==> src/rtl/sbox_pkg.sv <==
package sbox_pkg;

  typedef struct packed {
    logic preInvAffine;   // steer the inverse affine map ahead of the inverter
    logic postFwdAffine;  // steer the forward affine map behind the inverter
    logic loadOut;        // output register capture strobe
  } sboxStrobes_t;

  localparam logic [1:0] PHI    = 2'b10;
  localparam logic [3:0] LAMBDA = 4'b1100;

  // GF(2^2), basis {x,1}, x^2 = x + 1
  function automatic logic [1:0] gf4Mul(input logic [1:0] a, input logic [1:0] b);
    logic hh;
    hh = a[1] & b[1];
    return {hh ^ (a[1] & b[0]) ^ (a[0] & b[1]), hh ^ (a[0] & b[0])};
  endfunction

  // inverse in GF(2^2) equals squaring for nonzero elements, 0 -> 0
  function automatic logic [1:0] gf4Inv(input logic [1:0] a);
    return {a[1], a[1] ^ a[0]};
  endfunction

  // GF((2^2)^2), y^2 = y + PHI
  function automatic logic [3:0] gf16Mul(input logic [3:0] a, input logic [3:0] b);
    logic [1:0] hh;
    hh = gf4Mul(a[3:2], b[3:2]);
    return {hh ^ gf4Mul(a[3:2], b[1:0]) ^ gf4Mul(a[1:0], b[3:2]),
            gf4Mul(hh, PHI) ^ gf4Mul(a[1:0], b[1:0])};
  endfunction

  // GF(((2^2)^2)^2), z^2 = z + LAMBDA; used only to derive the basis change
  function automatic logic [7:0] gf256TowerMul(input logic [7:0] a, input logic [7:0] b);
    logic [3:0] hh;
    hh = gf16Mul(a[7:4], b[7:4]);
    return {hh ^ gf16Mul(a[7:4], b[3:0]) ^ gf16Mul(a[3:0], b[7:4]),
            gf16Mul(hh, LAMBDA) ^ gf16Mul(a[3:0], b[3:0])};
  endfunction

  // first tower element that is a root of x^8+x^4+x^3+x+1
  function automatic logic [7:0] findRoot();
    logic [7:0] pw [0:8];
    logic [7:0] res;
    logic       found;
    res   = 8'h00;
    found = 1'b0;
    for (int c = 1; c < 256; c++) begin
      pw[0] = 8'h01;
      for (int k = 1; k <= 8; k++) pw[k] = gf256TowerMul(pw[k-1], c[7:0]);
      if (!found && ((pw[8] ^ pw[4] ^ pw[3] ^ pw[1] ^ pw[0]) == 8'h00)) begin
        res   = c[7:0];
        found = 1'b1;
      end
    end
    return res;
  endfunction

  // columns of a GF(2) matrix: result = XOR of cols[i] where v[i] is set
  function automatic logic [7:0] applyMap(input logic [7:0][7:0] cols, input logic [7:0] v);
    logic [7:0] r;
    r = 8'h00;
    for (int i = 0; i < 8; i++) if (v[i]) r = r ^ cols[i];
    return r;
  endfunction

  function automatic logic [7:0][7:0] buildToTower();
    logic [7:0][7:0] cols;
    logic [7:0]      g;
    logic [7:0]      p;
    g = findRoot();
    p = 8'h01;
    for (int i = 0; i < 8; i++) begin
      cols[i] = p;
      p = gf256TowerMul(p, g);
    end
    return cols;
  endfunction

  function automatic logic [7:0][7:0] buildFromTower(input logic [7:0][7:0] toCols);
    logic [7:0][7:0] cols;
    cols = '0;
    for (int j = 0; j < 8; j++)
      for (int b = 0; b < 256; b++)
        if (applyMap(toCols, b[7:0]) == (8'h01 << j)) cols[j] = b[7:0];
    return cols;
  endfunction

  localparam logic [7:0][7:0] TO_TOWER   = buildToTower();
  localparam logic [7:0][7:0] FROM_TOWER = buildFromTower(TO_TOWER);

  function automatic logic [7:0] rotl8(input logic [7:0] v, input int n);
    return (v << n) | (v >> (8 - n));
  endfunction

  function automatic logic [7:0] fwdAffine(input logic [7:0] b);
    return b ^ rotl8(b, 1) ^ rotl8(b, 2) ^ rotl8(b, 3) ^ rotl8(b, 4) ^ 8'h63;
  endfunction

  function automatic logic [7:0] invAffine(input logic [7:0] s);
    return rotl8(s, 1) ^ rotl8(s, 3) ^ rotl8(s, 6) ^ 8'h05;
  endfunction

endpackage

==> src/rtl/gf16_inverter.sv <==
module gf16_inverter
  import sbox_pkg::*;
(
  input  logic [3:0] aVal,
  output logic [3:0] invVal
);
  logic [1:0] aHi, aLo, hiSq, normVal, normInv;

  assign aHi = aVal[3:2];
  assign aLo = aVal[1:0];

  always_comb begin
    hiSq    = gf4Mul(aHi, aHi);
    // norm over GF(2^2): PHI*aHi^2 + (aHi+aLo)*aLo
    normVal = gf4Mul(hiSq, PHI) ^ gf4Mul(aHi ^ aLo, aLo);
    normInv = gf4Inv(normVal);
    invVal  = {gf4Mul(normInv, aHi), gf4Mul(normInv, aHi ^ aLo)};
  end
endmodule

==> src/rtl/tower_inverter.sv <==
module tower_inverter
  import sbox_pkg::*;
(
  input  logic [7:0] aByte,
  output logic [7:0] invByte
);
  logic [7:0] towerA;
  logic [3:0] aHi, aLo, hiSq, normVal, normInv;
  logic [7:0] towerInv;

  // stage 1: into the composite field
  assign towerA = applyMap(TO_TOWER, aByte);
  assign aHi    = towerA[7:4];
  assign aLo    = towerA[3:0];

  // stage 2: A^17 = LAMBDA*aHi^2 + (aHi+aLo)*aLo lies in GF(2^4)
  always_comb begin
    hiSq    = gf16Mul(aHi, aHi);
    normVal = gf16Mul(hiSq, LAMBDA) ^ gf16Mul(aHi ^ aLo, aLo);
  end

  gf16_inverter u_subInv (
    .aVal  (normVal),
    .invVal(normInv)
  );

  // (A^17)^-1 * A^16, with A^16 = aHi*z + (aHi+aLo)
  assign towerInv = {gf16Mul(normInv, aHi), gf16Mul(normInv, aHi ^ aLo)};

  // stage 3: back to the byte field
  assign invByte = applyMap(FROM_TOWER, towerInv);
endmodule

==> src/rtl/sbox_ctrl.sv <==
module sbox_ctrl
  import sbox_pkg::*;
(
  input  logic         decSel,
  output sboxStrobes_t strobes
);
  always_comb begin
    strobes.preInvAffine  = decSel;
    strobes.postFwdAffine = ~decSel;
    strobes.loadOut       = 1'b1;
  end
endmodule

==> src/rtl/sbox_datapath.sv <==
module sbox_datapath
  import sbox_pkg::*;
#(
  parameter int REG_OUT = 1
) (
  input  logic         clk,
  input  logic         rstN,
  input  logic [7:0]   inByte,
  input  sboxStrobes_t strobes,
  output logic [7:0]   outByte
);
  logic [7:0] preByte, invRes, postByte;

  assign preByte = strobes.preInvAffine ? invAffine(inByte) : inByte;

  tower_inverter u_inv (
    .aByte  (preByte),
    .invByte(invRes)
  );

  assign postByte = strobes.postFwdAffine ? fwdAffine(invRes) : invRes;

  generate
    if (REG_OUT != 0) begin : g_reg
      logic [7:0] outReg;
      always_ff @(posedge clk or negedge rstN) begin
        if (!rstN)                outReg <= 8'h00;
        else if (strobes.loadOut) outReg <= postByte;
      end
      assign outByte = outReg;
    end else begin : g_comb
      assign outByte = postByte;
    end
  endgenerate
endmodule

==> src/rtl/dual_sbox.sv <==
module dual_sbox
  import sbox_pkg::*;
#(
  parameter int REG_OUT = 1
) (
  input  logic       clk,
  input  logic       rstN,
  input  logic [7:0] inByte,
  input  logic       decSel,
  output logic [7:0] outByte
);
  sboxStrobes_t strobes;

  sbox_ctrl u_ctrl (
    .decSel (decSel),
    .strobes(strobes)
  );

  sbox_datapath #(.REG_OUT(REG_OUT)) u_dp (
    .clk    (clk),
    .rstN   (rstN),
    .inByte (inByte),
    .strobes(strobes),
    .outByte(outByte)
  );
endmodule

==> config.mk <==
export PLATFORM = sky130hd
export DESIGN_NAME = dual_sbox
export DESIGN_NICKNAME = d
export VERILOG_FILES = /design/src/rtl/sbox_pkg.sv /design/src/rtl/gf16_inverter.sv /design/src/rtl/tower_inverter.sv /design/src/rtl/sbox_ctrl.sv /design/src/rtl/sbox_datapath.sv /design/src/rtl/dual_sbox.sv
export SDC_FILE = /design/constraint.sdc
export NUM_CORES = 1
export LEC_CHECK = 0
export ABC_AREA = 1
export CAP_MARGIN = 25
export CORE_MARGIN = 5
export CORE_UTILIZATION = 56
export CTS_BUF_LIST = sky130_fd_sc_hd__clkbuf_2
export DETAILED_ROUTE_END_ITERATION = 10
export GPL_TIMING_DRIVEN = 1
export HOLD_SLACK_MARGIN = 0.08
export PLACE_DENSITY = 0.87
export SLEW_MARGIN = 20
export SYNTH_ARGS = -nofsm -noshare
export SYNTH_HDL_FRONTEND = slang
export SYNTH_SLANG_ARGS = --single-unit
export TNS_END_PERCENT = 30
==> constraint.sdc <==
create_clock -name clk -period 0.8 [get_ports clk]
set_clock_uncertainty 0.1 [all_clocks]
set_input_delay 0.16 -clock clk [delete_from_list [all_inputs] [get_ports clk]]
set_output_delay 0.16 -clock clk [all_outputs]
set_load 0.01 [all_outputs]
==> summary.md, run 1 <==
| Metric | Value |
|---|---|
| Warnings, synthesis | 0 |
| Die Width | ~86 um |
| Buffers on Ports | 18 |
| Post-Syn Instances | 628 |
| Worst slack at placement | -5.02 ns |
| I/O pin count | 19 |
| Mean Syn Cell Area | 5.19 sq um |
| Routability cong. | 0.923 |
| Number of clock sinks | 8 |
| CTS buffer count | 3 |
| Row count | 27 |
| Worst ep type | sequential cell input |
| Status | did not finish |
| Seq cells post-synth | 8 |
| Syn nets | 644 |
| Mapped cell area | 0.00326 sq mm |
| CTS root buffer | clkbuf_2 |
| Post-GRT worst EP | u_dp.outByte[4]$_DFF_PN0_/D |
| Fail Step | 5_1_grt |
| Post-synthesis cell type count | 30 |
| Initial Util | 0.584 |
| Number of enable flip-flop cells after synthesis | 0 |
| HPWL Detailed | about 8500 um |
| Largest net degree at the start of global routing | 17 |
| Clock buffer depth | 2 |
| Sequential share of the synthesized area | 0.0615 |
| Err | [ERROR DPL-0038] Utilization greater than 100%, impossible to legalize |
| Ys async rst share | 1.00 |
| H-tree depth | 1 |
| Main flop type after synthesis | dfrtp_1 |
| DIE HEIGHT | around 86 um |
| Cell Count Post-Placement | 819 |
## kinds of logic after synthesis
logic type / synth area share
and+or+nand+nor: 0.723
buffers and inverters: 0.0972
xor gates and xnor gates: 0.0768
AOI/OAI and AO/OA: 0.0223
DFF: 0.0615
adders and majority gates: 0.0192
## synth_stat cells, types with 3 or more instances
library cell,count,share of area
buf_2,4,0.0061
buf_4,3,0.0069
dfrtp_1,8,0.061
ha_1,5,0.019
inv_1,43,0.050
inv_2,23,0.027
inv_4,3,0.0058
nand2_1,274,0.32
nand2_2,45,0.086
nand2_4,11,0.038
nand3_1,126,0.19
nand3_2,13,0.040
nand3b_1,3,0.0069
nand4_1,8,0.015
nor2_1,12,0.014
o21ai_0,5,0.0077
o21ai_1,3,0.0046
xnor2_1,7,0.019
xor2_1,16,0.043
## through the flow
| stage | instance area [sq um] | util | setup TNS [ns] |
|---|---|---|---|
| 2_1_floorplan | 3480 | - | -31.31 |
| 3_3_place_gp | 4500 | 0.808 | -39.12 |
| 3_5_place_dp | 4500 | 0.808 | -41.90 |
| 4_1_cts | 5070 | 0.910 | -35.04 |
## timing repair
action	in CTS
hold buffers	0
endpoints found under the hold margin	0
pin swaps	62
gates cloned	1
gates resized for setup	141
setup endpoints to repair	16
buffers inserted	30
==> inputs of run 2 (changes only) <==
--- a/config.mk
+++ b/config.mk
@@ -8,12 +8,10 @@
 export ABC_AREA = 1
 export CAP_MARGIN = 25
 export CORE_MARGIN = 5
-export CORE_UTILIZATION = 56
-export CTS_BUF_LIST = sky130_fd_sc_hd__clkbuf_2
+export CORE_UTILIZATION = 40
 export DETAILED_ROUTE_END_ITERATION = 10
 export GPL_TIMING_DRIVEN = 1
-export HOLD_SLACK_MARGIN = 0.08
-export PLACE_DENSITY = 0.87
+export PLACE_DENSITY_LB_ADDON = 0.15
 export SLEW_MARGIN = 20
 export SYNTH_ARGS = -nofsm -noshare
 export SYNTH_HDL_FRONTEND = slang
==> run 2 against run 1 <==
Compared with the run above:
- the flow now finishes, with violations (setup timing)
- synthesized area stayed put
- synthesized cell count did not move
==> summary.md, run 2 <==
| Metric | Value |
|---|---|
| First-pass GRT wire length | 18300 um |
| CTS root buffer | clkbuf_8 |
| DRT iter0 DRCs | 162 |
| Failing checks | setup timing |
| DRC Markers | 0 |
| Final Hold Viols | 0 |
| CORE AREA | between 0.008 and 0.009 sq mm |
| Top area cells in the synthesized netlist | nand2_1, nand3_1, nand2_2 |
| Row count | 33 |
| CTS tree | yes |
| Post-Syn Instances | roughly 630 |
| Crit path largest cell delay | 0.27 ns |
| Startpoint Class | input pin |
| CP Buf/Inv Count | 10 |
| Main flop type after synthesis | dfrtp_1 |
| Buffers on Ports | 18 |
| Status | finished, violations left |
| WP data required | 0.81 ns |
| Initial antenna violation count | 0 |
| DIE HEIGHT | ~100 um |
| Yosys top cell by area | nand2_1 |
| Largest net degree at the start of global routing | 17 |
| Slew HR | 0.810 |
| RSZ-0062 raised after global routing | yes |
| Clock buffer depth | 2 |
| Seq cells post-synth | 8 |
| DRT Wirelength | between 10000 and 15000 um |
| Fin. max-slew vios | 0 |
| Crit-path leading delay family | simple AND/OR/NAND/NOR gates |
| Final setup viols | 16 |
| N_diodes | 0 |
| Tmin final | 4.97 ns |
| Routability cong. | 0.912 |
| Crit-path max FO | 7 |
| # Max-Cap Violations | 0 |
| Gr ovfl total | 0 |
| Largest register FFs | 8 |
| Worst EP arrival | 4.99 ns |
| Yosys top cell area share | 0.316 |
| Vias per cell | 5.09 |
| Crit-path slowest cell | ha_4 |
| Warnings, synthesis | 0 |
| CTS buffer count | 3 |
| Initial Util | 0.402 |
| Vias | 4624 |
| I/O pin count | 19 |
| Part of the cycle the worst path needs | 6.22 |
| Worst slew pin tran | between 0.2 and 0.3 ns |
| Vias in the first global route | 4193 |
| Most common cell in the synthesized netlist | nand2_1 |
| Layout cells sized above 1 | 0.560 |
| Worst hold slack | 0.109 ns |
| Die Width | 100 um |
| DRT antenna net count | 0 |
| Post-synthesis cell type count | 30 |
| Top cells by count, synth | nand2_1, nand3_1, nand2_2 |
| Mean Syn Cell Area | roughly 5.2 sq um |
| Number of enable flip-flop cells after synthesis | 0 |
| Synth-to-layout area growth | 75.9% |
| Avg WL per Cell | between 10 and 15 um |
| Setup ws final | -4.17 ns |
| Most common cell after layout, fill and taps aside | nand2_1 |
| H-tree depth | 1 |
| Total track usage | 0.213 |
| Clock slew seen by the registers of the worst setup and hold paths | 0.04 ns |
| Hold WC Path Type | in2async |
| DR pass1 iterations | 4 |
| Post-layout nets | just over 800 |
| Number of clock sinks | 8 |
| Critical path type | in2reg |
| Ys async rst share | 1.00 |
| Die area | 0.0100 sq mm |
| Fmax | between 200 and 250 MHz |
| Hold-fix buffers at CTS | 0 |
| Syn nets | 644 |
| HPWL Detailed | 8210 um |
| Worst Setup End Kind | register |
| Most common cell on crit path | nand2_4 |
| Sequential share of the synthesized area | 0.0615 |
| Commonest cells after routing, fill and taps aside | nand2_1, buf_4, nand2_2, nand3_1, nand2_4 |
| Mapped cell area | 0.00326 sq mm |
run 2: cell counts after synthesis:
Identical to the previous run, type by type.
run 2: logic make-up after synthesis:
kind of cell / after synthesis / synth area share
AO/OA/AOI/OAI: 13 / 0.0223
XOR/XNOR: 26 / 0.0768
adder cells (fa/ha/maj): 5 / 0.0192
buffers and inverters: 78 / 0.0972
flip-flops: 8 / 0.0615
AND/OR/NAND/NOR: 498 / 0.723
run 2: layout make-up:
cell class,count,area (sq um)
flip-flops and latches,8,200
fillers,663,2360
repair buffers,179,1360
inverters,70,318
well taps,105,131
multi-input cells,543,3680
clock buffers,3,41.3
run 2: worst paths after layout:
| path | start | end | slack [ns] | cells after the start |
|---|---|---|---|---|
| max in group asynchronous | rstN | u_dp.outByte[3]$_DFF_PN0_ | 0.36 | 2 |
| min in group clk | decSel | u_dp.outByte[7]$_DFF_PN0_ | 0.31 | 4 |
| min | rstN | u_dp.outByte[1]$_DFF_PN0_ | 0.11 | 2 |
| max | inByte[6] | u_dp.outByte[2]$_DFF_PN0_ | -4.17 | 58 |
run 2: stage by stage:
stage	setup TNS (ns)	area, sq um	instances	utilization	setup slack [ns]
2_1_floorplan	-31.31	3480	628	-	-4.01
3_3_place_gp	-40.17	4590	859	0.567	-4.81
3_5_place_dp	-41.27	4590	859	0.567	-4.97
4_1_cts	-33.27	5120	893	0.632	-4.07
5_1_grt	-37.39	5730	908	0.708	-4.54
6_report	-34.28	5730	908	0.708	-4.17
run 2: routing by layer:
| layer | up-vias | part of all wire | global-route usage |
|---|---|---|---|
| met3 | 21 | 0.024 | 0.00973 |
| met1 | 2175 | 0.43 | 0.274 |
| met4 | 0 | 0.015 | 0.0187 |
| met5 | - | 0 | 0 |
| li1 | 2360 | - | - |
| met2 | 68 | 0.53 | 0.403 |
run 2: repair_timing:
| action | in CTS | in global routing |
|---|---|---|
| resized for setup | 157 | 125 |
| pin swaps | 71 | 81 |
| cloned | 1 | 0 |
| buffers inserted | 30 | 15 |
| setup endpoints to repair | 16 | 16 |
| endpoints found under the hold margin | 0 | 0 |
Power of run 2 is not shown: default switching activity piles up to over one toggle a cycle in this logic, so the estimate is an artifact.
